**src/rtl/echo_pkg.sv**
```systemverilog
// Package: echo_pkg
// Shared types for the feedback delay line echo.
// Assumes nothing beyond a 1-bit encoding of the read step.
package echo_pkg;

    typedef enum logic {
        STEP_SINGLE = 1'b0,
        STEP_DOUBLE = 1'b1
    } step_e;

endpackage

```
**src/rtl/echo_mix.sv**
```systemverilog
// Module: echo_mix
// Combinational blend of a fresh sample and a stored sample:
// (fresh*coef + stored*(FULL-coef)) / FULL with truncation toward zero.
// Assumes coef is unsigned and below FULL = 2**COEF_W, so the result is a
// convex mix and always fits in SAMPLE_W signed bits.
module echo_mix #(
    parameter int SAMPLE_W = 24,
    parameter int COEF_W   = 8
) (
    input  logic signed [SAMPLE_W-1:0] fresh,
    input  logic signed [SAMPLE_W-1:0] stored,
    input  logic        [COEF_W-1:0]   coef,
    output logic signed [SAMPLE_W-1:0] mixed
);
    localparam int ACC_W = SAMPLE_W + COEF_W + 2;
    localparam logic [ACC_W-1:0] FULL_X    = ACC_W'(1) << COEF_W;
    localparam logic [ACC_W-1:0] ROUND_ADD = FULL_X - ACC_W'(1);

    logic signed [ACC_W-1:0] fresh_x, stored_x, coef_x, comp_x;
    logic signed [ACC_W-1:0] acc, biased;

    // Sign-extend operands and form the two weights.
    always_comb begin
        fresh_x  = {{(ACC_W-SAMPLE_W){fresh[SAMPLE_W-1]}}, fresh};
        stored_x = {{(ACC_W-SAMPLE_W){stored[SAMPLE_W-1]}}, stored};
        coef_x   = {{(ACC_W-COEF_W){1'b0}}, coef};
        comp_x   = $signed(FULL_X) - coef_x;
    end

    // Weighted sum, then bias negatives so the shift truncates toward zero.
    always_comb begin
        acc    = fresh_x * coef_x + stored_x * comp_x;
        biased = acc[ACC_W-1] ? acc + $signed(ROUND_ADD) : acc;
        mixed  = SAMPLE_W'(biased >>> COEF_W);
    end

    // The blend must lie between its two operands (convex mix, no wrap).
    always_comb begin
        if (fresh <= stored) begin
            a_r9_mix_bounded_lo: assert (mixed >= fresh && mixed <= stored);
        end else begin
            a_r9_mix_bounded_hi: assert (mixed >= stored && mixed <= fresh);
        end
    end

endmodule

```
**src/rtl/echo_ptrs.sv**
```systemverilog
// Module: echo_ptrs
// Read and write address generation for the circular store.
// Normal mode: reads use the write address and the read pointer follows it.
// Pitch mode: the read pointer steps by 1 or 2 while the write pointer steps by 1.
// Assumes DEPTH >= 2 and PTR_W = clog2(DEPTH).
module echo_ptrs
    import echo_pkg::*;
#(
    parameter int DEPTH = 48,
    parameter int PTR_W = $clog2(DEPTH)
) (
    input  logic             clk,
    input  logic             rst_n,
    input  logic             advance,
    input  logic             pitch_en,
    input  step_e            step_sel,
    output logic [PTR_W-1:0] rd_addr,
    output logic [PTR_W-1:0] wr_addr
);
    logic [PTR_W-1:0] rd_q, wr_q;

    // Modular increment by 1 or 2 for any depth.
    function automatic logic [PTR_W-1:0] bump(input logic [PTR_W-1:0] p,
                                              input logic [1:0]       inc);
        logic [PTR_W:0] s;
        s = {1'b0, p} + (PTR_W+1)'(inc);
        if (s >= (PTR_W+1)'(DEPTH)) s = s - (PTR_W+1)'(DEPTH);
        return s[PTR_W-1:0];
    endfunction

    // Pointer state: advance only on accepted samples.
    always_ff @(posedge clk) begin
        if (!rst_n) begin
            wr_q <= '0;
            rd_q <= '0;
        end else if (advance) begin
            wr_q <= bump(wr_q, 2'd1);
            if (pitch_en)
                rd_q <= bump(rd_q, (step_sel == STEP_DOUBLE) ? 2'd2 : 2'd1);
            else
                rd_q <= bump(wr_q, 2'd1);
        end
    end

    // Select the effective read address for the current sample.
    always_comb begin
        rd_addr = pitch_en ? rd_q : wr_q;
        wr_addr = wr_q;
    end

    a_r6_wr_in_range: assert property (@(posedge clk) disable iff (!rst_n)
        wr_q < PTR_W'(DEPTH));
    a_r6_rd_in_range: assert property (@(posedge clk) disable iff (!rst_n)
        rd_q < PTR_W'(DEPTH));
    a_r8_idle_holds: assert property (@(posedge clk) disable iff (!rst_n)
        !advance |=> $stable(wr_q) && $stable(rd_q));
    a_r10_realign: assert property (@(posedge clk) disable iff (!rst_n)
        advance && !pitch_en |=> rd_q == wr_q);
    a_r5_wr_moves: assert property (@(posedge clk) disable iff (!rst_n)
        advance |=> wr_q != $past(wr_q));

endmodule

```
**src/rtl/echo_store.sv**
```systemverilog
// Module: echo_store
// Circular sample store with one asynchronous read port and one synchronous
// write port. Reset clears every entry to zero.
// Assumes addresses are below DEPTH.
module echo_store #(
    parameter int DEPTH    = 48,
    parameter int SAMPLE_W = 24,
    parameter int PTR_W    = $clog2(DEPTH)
) (
    input  logic                clk,
    input  logic                rst_n,
    input  logic                we,
    input  logic [PTR_W-1:0]    waddr,
    input  logic [SAMPLE_W-1:0] wdata,
    input  logic [PTR_W-1:0]    raddr,
    output logic [SAMPLE_W-1:0] rdata
);
    logic [SAMPLE_W-1:0] mem [DEPTH];

    // Clear on reset, otherwise write the blend on an accepted sample.
    always_ff @(posedge clk) begin
        if (!rst_n) begin
            for (int i = 0; i < DEPTH; i++) mem[i] <= '0;
        end else if (we) begin
            mem[waddr] <= wdata;
        end
    end

    // Fetch the stored sample for the current operation.
    assign rdata = mem[raddr];

    a_r6_waddr_ok: assert property (@(posedge clk) disable iff (!rst_n)
        we |-> waddr < PTR_W'(DEPTH));
    a_r6_raddr_ok: assert property (@(posedge clk) disable iff (!rst_n)
        we |-> raddr < PTR_W'(DEPTH));

endmodule

```
**src/rtl/echo_line.sv**
```systemverilog
// Module: echo_line
// Feedback delay line echo. Each valid input sample fetches a stored sample,
// blends it with the input by mix_coef, writes the blend back and outputs it
// one cycle later.
// Assumes inputs are synchronous to clk; the output is registered.
module echo_line
    import echo_pkg::*;
#(
    parameter int DEPTH    = 48,
    parameter int SAMPLE_W = 24,
    parameter int COEF_W   = 8
) (
    input  logic                clk,
    input  logic                rst_n,
    input  logic                in_valid,
    input  logic [SAMPLE_W-1:0] in_sample,
    input  logic [COEF_W-1:0]   mix_coef,
    input  logic                pitch_en,
    input  logic                pitch_step,
    output logic                out_valid,
    output logic [SAMPLE_W-1:0] out_sample
);
    localparam int PTR_W = $clog2(DEPTH);

    logic [PTR_W-1:0]    rd_addr, wr_addr;
    logic [SAMPLE_W-1:0] old_sample;
    logic signed [SAMPLE_W-1:0] blend;
    logic                valid_q;
    logic [SAMPLE_W-1:0] sample_q;

    echo_ptrs #(.DEPTH(DEPTH), .PTR_W(PTR_W)) u_ptrs (
        .clk      (clk),
        .rst_n    (rst_n),
        .advance  (in_valid),
        .pitch_en (pitch_en),
        .step_sel (step_e'(pitch_step)),
        .rd_addr  (rd_addr),
        .wr_addr  (wr_addr)
    );

    echo_store #(.DEPTH(DEPTH), .SAMPLE_W(SAMPLE_W), .PTR_W(PTR_W)) u_store (
        .clk   (clk),
        .rst_n (rst_n),
        .we    (in_valid),
        .waddr (wr_addr),
        .wdata (blend),
        .raddr (rd_addr),
        .rdata (old_sample)
    );

    echo_mix #(.SAMPLE_W(SAMPLE_W), .COEF_W(COEF_W)) u_mix (
        .fresh  ($signed(in_sample)),
        .stored ($signed(old_sample)),
        .coef   (mix_coef),
        .mixed  (blend)
    );

    // Output register: one cycle of latency from input strobe.
    always_ff @(posedge clk) begin
        if (!rst_n) begin
            valid_q  <= 1'b0;
            sample_q <= '0;
        end else begin
            valid_q <= in_valid;
            if (in_valid) sample_q <= blend;
        end
    end

    assign out_valid  = valid_q;
    assign out_sample = sample_q;

    a_r2_valid_follows: assert property (@(posedge clk) disable iff (!rst_n)
        rst_n && in_valid |=> out_valid);
    a_r2_no_spurious: assert property (@(posedge clk) disable iff (!rst_n)
        rst_n && !in_valid |=> !out_valid);
    a_r8_idle_output_held: assert property (@(posedge clk) disable iff (!rst_n)
        rst_n && !in_valid |=> $stable(out_sample));

endmodule

```
**config.mk**
```make
export PLATFORM = sky130hd
export DESIGN_NAME = echo_line
export DESIGN_NICKNAME = d
export VERILOG_FILES = /design/src/rtl/echo_pkg.sv /design/src/rtl/echo_mix.sv /design/src/rtl/echo_ptrs.sv /design/src/rtl/echo_store.sv /design/src/rtl/echo_line.sv
export SDC_FILE = /design/constraint.sdc
export NUM_CORES = 2
export LEC_CHECK = 0
export BUFFER_PORTS_ARGS = -buffer_cell sky130_fd_sc_hd__buf_4
export CAP_MARGIN = 10
export CORE_ASPECT_RATIO = 0.7
export CORE_UTILIZATION = 49
export CTS_BUF_LIST = sky130_fd_sc_hd__clkbuf_8
export DETAILED_ROUTE_END_ITERATION = 10
export PLACE_DENSITY = 0.61
export SLEW_MARGIN = 30
export SYNTH_ARGS = -nofsm -noshare
export SYNTH_HDL_FRONTEND = slang
export SYNTH_SLANG_ARGS = --single-unit
export TNS_END_PERCENT = 10
```
**constraint.sdc**
```tcl
create_clock -name clk -period 13.4 [get_ports clk]
set_clock_uncertainty 0.05 [all_clocks]
set_input_delay 1.34 -clock clk [delete_from_list [all_inputs] [get_ports clk]]
set_output_delay 1.34 -clock clk [all_outputs]
set_load 0.01 [all_outputs]
```
# [Word level (Yosys, flattened, before mapping)]
# Memories as Yosys holds them, arrays and structs flattened.
# Index checks and enable logic that the tools add are counted.
[op_classes] reduce_logical=1 n_bitwise=0 multipliers=2 muxes=13 div=0 addsub=7 order_cmp=2 shift=0 n_eq_ne=0
[ops] op="adder 33 x 34 -> 34 bit" count=1
[ops] op="multiplier 24 x 10 -> 34 bit" count=1
[ops] op="multiplier 24 x 9 -> 33 bit" count=1
[ops] op="adder 32 x 9 -> 32 bit (second input constant)" count=1
[ops] op="two-way mux 32 bit" count=1
[ops] op="two-way mux 6 bit" count=5
[ops] op="two-way mux 24 bit" count=1
[ops] op="OR reduction 24 bit" count=1
[ops] op=">= comparator 7 x 6 -> 1 bit (second input constant)" count=2
[ops] op="subtractor 6 bit (second input constant)" count=2
[ops] op="subtractor 9 x 8 -> 10 bit (first input constant)" count=1
[ops] op="adder 6 x 1 -> 7 bit (second input constant)" count=1
[ops] op="adder 6 x 2 -> 7 bit" count=1
[ops] op="two-way mux 1 bit" count=5
[ops] op="two-way mux 2 bit" count=1
[word_totals] mem_count=1 latch_bits=0 romBits=0 elab_cells=30 output_inout_bits=25 in_bits=37 ramBits=1152 register_bits=37
[mem_list] memory="u_store.mem" words=48 width=24 rd=1 rd_clocked_by_memory_dff=0 write_ports=48 line_no="echo_store.sv:18" rtl="logic [SAMPLE_W-1:0] mem [DEPTH];"

# [Depth between registers and ports, before layout]
# An unclocked memory read counts as a cell.
[depth] word_depth=7 depth_mapped=36 depth_no_buf=30

# [Hierarchy]
# From an unflattened synthesis, not the netlist that was laid out.
[hier_totals] cells_unflattened=5997 area_unflattened_um2=84750.0
[by_module_without_submodules] mod="echo_store" seq_area_each_um2=46124.2 n_inst=1 area_each_um2=67069.3 cells_per_inst=3971
[by_module_without_submodules] mod="echo_mix" seq_area_each_um2=0.0 n_inst=1 area_each_um2=15576.2 cells_per_inst=1808
[by_module_without_submodules] mod="echo_ptrs" seq_area_each_um2=240.2 n_inst=1 area_each_um2=1148.6 cells_per_inst=139
[by_module_without_submodules] mod="echo_line" seq_area_each_um2=500.5 n_inst=1 area_each_um2=955.9 cells_per_inst=79

# [Least setup slack after synthesis]
# No wires, ideal clock.
[synth_timing] kind="input port to flip-flop" start="input pitch_en" end="memory u_store.mem[48][21] (data pin)" path_slack_ps=2214 path_stages=33 required_ps=13046 t_arrival_ps=10832 setup_ps=304 n_path_buf=5 path_cell_list="buf_2 -> mux2i_1 -> clkbuf_1 -> clkbuf_1 -> buf_2 -> mux4_2 -> nand2_1 -> a31oi_1 -> a21oi_1 -> a21oi_1 -> nand2_1 -> fa_1 -> inv_1 -> fa_1 -> inv_1 -> fa_1 -> inv_1 -> fa_1 -> fa_1 -> inv_1 -> fa_1 -> inv_1 -> ha_1 -> a21o_1 -> a21o_1 -> a221o_1 -> a221o_1 -> or4_4 -> a2111oi_4 -> nand4_1 -> xor2_1 -> clkbuf_1 -> inv_1"
[synth_lines] element="from (decl)" line_no="echo_line.sv:18" rtl="input logic pitch_en,"
[synth_lines] element="to (decl)" line_no="echo_store.sv:18"

==> summary by stage <==
Outcome
The flow ran to the end, and the final reports show no timing, DRC or antenna violations.

Drt
The detailed-routing iteration count for the pre-antenna-repair pass is 6. The post-detailed-route DRC marker count is 0. After detailed routing, the average wire length per cell comes to 28.03 um. After detailed routing, the number of vias per cell comes to 6.044. Once detail routing completed, the nets flagged for antenna violations numbered 0. The number of design-rule violations left by the first detailed-router iteration is 7008. The via count is 52770.

The routed design has 244.7 mm of wire.

Worst setup path
The largest single stage delay on the critical path is 0.99 ns. The type of the setup path with the least slack is reg2reg. The most numerous cell on the critical path is fa_1. In this run the worst path has a maximum fanout of 50. Counting cells, the worst reg-to-reg path comes to 33. The slowest cell on the critical path is a211oi_1. Setup slack on the worst reg-to-reg path comes out at 1.28 ns. The worst setup path is captured at a flop. The startpoint of the lowest-slack register-to-register path is u_ptrs.wr_addr[1]. STA puts the critical path data required time at 14.18 ns. The nature of the critical path startpoint is a flop. The endpoint identified for the worst register-to-register timing path is u_store.mem[62][23]. At the worst endpoint, the arrival time is 12.91 ns.

Timing
For the final routed database, the setup TNS stands at 0 ns. Setup violations remaining at the end of the flow were counted as 0. The shortest clock period the worst path allows after layout is 12.12 ns. Of the available clock period, the critical path in the final layout requires 90.48%.

The number of max-slew violations in the final report came to 0. Setup repair after global routing left no endpoint under its margin. Static timing analysis puts the maximum clock frequency at 0.08248 GHz. The hold violation count in the final report is 0. The transition time at the pin with the least slew margin is 1.146 ns. Headroom to the max-slew limit came out at 23.17%.

Synth
The cell with the most instances after synthesis is edfxtp_1. The async set or reset register ratio after synthesis is 0%. The post-synth design cell area is 81710 um2. The total of flip-flops plus latches after synthesis is 1573. By count the netlist is led by 1536 x edfxtp_1, 1167 x nor2_1, 589 x nand2_1, 488 x inv_1, 392 x fa_1. The cell count after synthesis is 6160. Sorting the synthesized cells by area gives the leading types as edfxtp_1 56%, mux4_2 11%, fa_1 9.6%, nor2_1 5.4%, nand2_1 2.7%. The library cell with the largest summed area after synthesis is edfxtp_1.

The most instantiated flip-flop cell in the synthesis netlist is edfxtp_1. The netlist uses 69 different library cells. The Yosys step of the flow raised 0 warnings. The average size of a mapped cell is 13.27 um2.

The synthesized netlist net count is 6714. Of the post-synthesis cell area, the dominant cell type holds 56.45%. The count of flip-flops with a built-in enable after synthesis is 1536.

The share of the Yosys chip area taken by registers is 57.35%.

Floorplan
62 I/O pins were placed. The die area is 168400 um2. Measured along the x axis, the die boundary spans 490.1 um. The floorplan step defined a core boundary enclosing 164500 um2. The floorplan has 124 rows. The height of the die is 343.7 um. The starting density of the core is 49.69%.

Clock tree
The post-cts hold buffer count is 0. Clock-pin slew was measured on the worst setup and hold paths at 0.06 ns. The clock latency of the later-clocked register in the worst-skew pair is 1.01 ns. The root buffer cell is clkbuf_8.

The number of buffers between clock root and the deepest sink is 3. The count of cells resized by post-cts repair is 0. The clock sink total is 1573. After clock tree synthesis, the setup repair step added 0 buffers. TritonCTS built the clock tree. The number of clock buffers inserted by TritonCTS is 227. The number of levels in the clock H-tree is 4.

Global route
The via count of the first global-routing pass is 52310. The initial antenna violation count is 10. The overall routing resource usage is 29.27%. The overflow left after global routing is 0. The first-pass GRT wire length is 358.8 mm. The pin count of the biggest net entering global routing is 115.

Place
The HPWL after detailed placement is 156.6 mm. The count of buffers added on input and output ports is 61. Routability-driven placement finished with a final weighted congestion of 0.9077.

Job
The tool flagged a number of max-cap violations equal to 0.

Cells and area
The net count reported at finish is 6886. The share of post-route cells with drive strength above 1 is 18.03%. Relative to the synthesized area, the layout overhead comes to 12.13%.

Hold path
In this run the most critical hold path is launched from out_sample[18]. The path class of the tightest hold or removal check is reg2reg. The worst hold path depth is 2. The endpoint of the worst hold path is out_sample[18].
[state kept, by name, summed over array words and instances (netlist names)]
| signal | cells |
|---|---|
| u_ptrs.rd_q | 6 |
| u_ptrs.wr_addr | 6 |
| out_valid | 1 |
| u_store.mem | 1536 |
| out_sample | 24 |
[logic make-up (layout without fill, tap and decap cells)]
family	after synthesis	after routing	share of synthesized area, %
fa+ha+maj	517	517	11.52
simple gates	2146	2146	11.04
xor+xnor	70	70	0.7595
buf+inv	959	1320	4.480
flops	1573	1573	57.35
mux	401	401	10.80
other cells	0	4	0
compound gates	494	494	4.049
[placed cells by master, fill, tap and decap left out, types with 39 or more instances in the layout]
master / instances
nand2_1: 566
ha_1: 125
fa_1: 392
a21oi_1: 150
mux4_2: 384
buf_12: 77
clkbuf_8: 228
clkinv_1: 62
nor2_1: 1159
o21ai_0: 39
a31oi_1: 52
edfxtp_1: 1536
buf_4: 329
inv_1: 577
a211oi_1: 132
a311oi_1: 39
and2_1: 267
[through the flow]
step	util, %	instances	hold WS, ns	instance area (um2)	worst slack [ns]
2_1_floorplan	-	6160	0.4283	81710	2.214
3_3_place_gp	53.06	8301	0.4135	87270	0.6584
3_5_place_dp	53.18	8306	0.4218	87460	0.5840
4_1_cts	55.67	8724	0.4309	91560	1.478
5_1_grt	55.71	8728	0.4460	91620	0.8401
6_report	55.72	8730	0.4218	91630	1.276
[per-layer routing]
metal	vias up	track usage, %	routed length (um)
li1	21970	-	-
met5	-	0	10
met3	294	7.851	30760
met2	3116	41.87	105500
met1	27380	44.49	103500
met4	2	7.104	5043
[worst max path at each step]
stage / start / to / slack [ns] / cells after the start
finish: u_ptrs.wr_addr[1] / u_store.mem[62][23] / 1.28 / 33
detailed placement: pitch_en / u_store.mem[53][19] / 0.58 / 34
floorplan: pitch_en / u_store.mem[48][21] / 2.21 / 33
global route: u_ptrs.wr_addr[1] / u_store.mem[57][21] / 0.84 / 33
CTS: u_ptrs.wr_addr[1] / u_store.mem[48][19] / 1.48 / 33
global placement: pitch_en / u_store.mem[57][4] / 0.66 / 30
[layout make-up]
type | count | area (um2)
Clock inverter | 190 | 962.2
Inverter | 489 | 1836
Tap cell | 2205 | 2759
Multi-Input combinational cell | 3628 | 31880
Fill cell | 13460 | 72830
Sequential cell | 1573 | 46860
Antenna cell | 4 | 10.01
Clock buffer | 228 | 3138
Timing Repair Buffer | 413 | 4175
[critical path: cells and delay by family (launching register included)]
kind	cells	cell delay (ns)
and+or+nand+nor	8	2.12
muxes	2	1.33
buffers and inverters	8	1.25
DFF	1	0.78
AOI/OAI and AO/OA	8	3.08
adders and majority gates	7	3.29
Power is left out: the tool's default activity adds up to more than one toggle a clock period on the data nets, which glitch-free logic cannot reach.
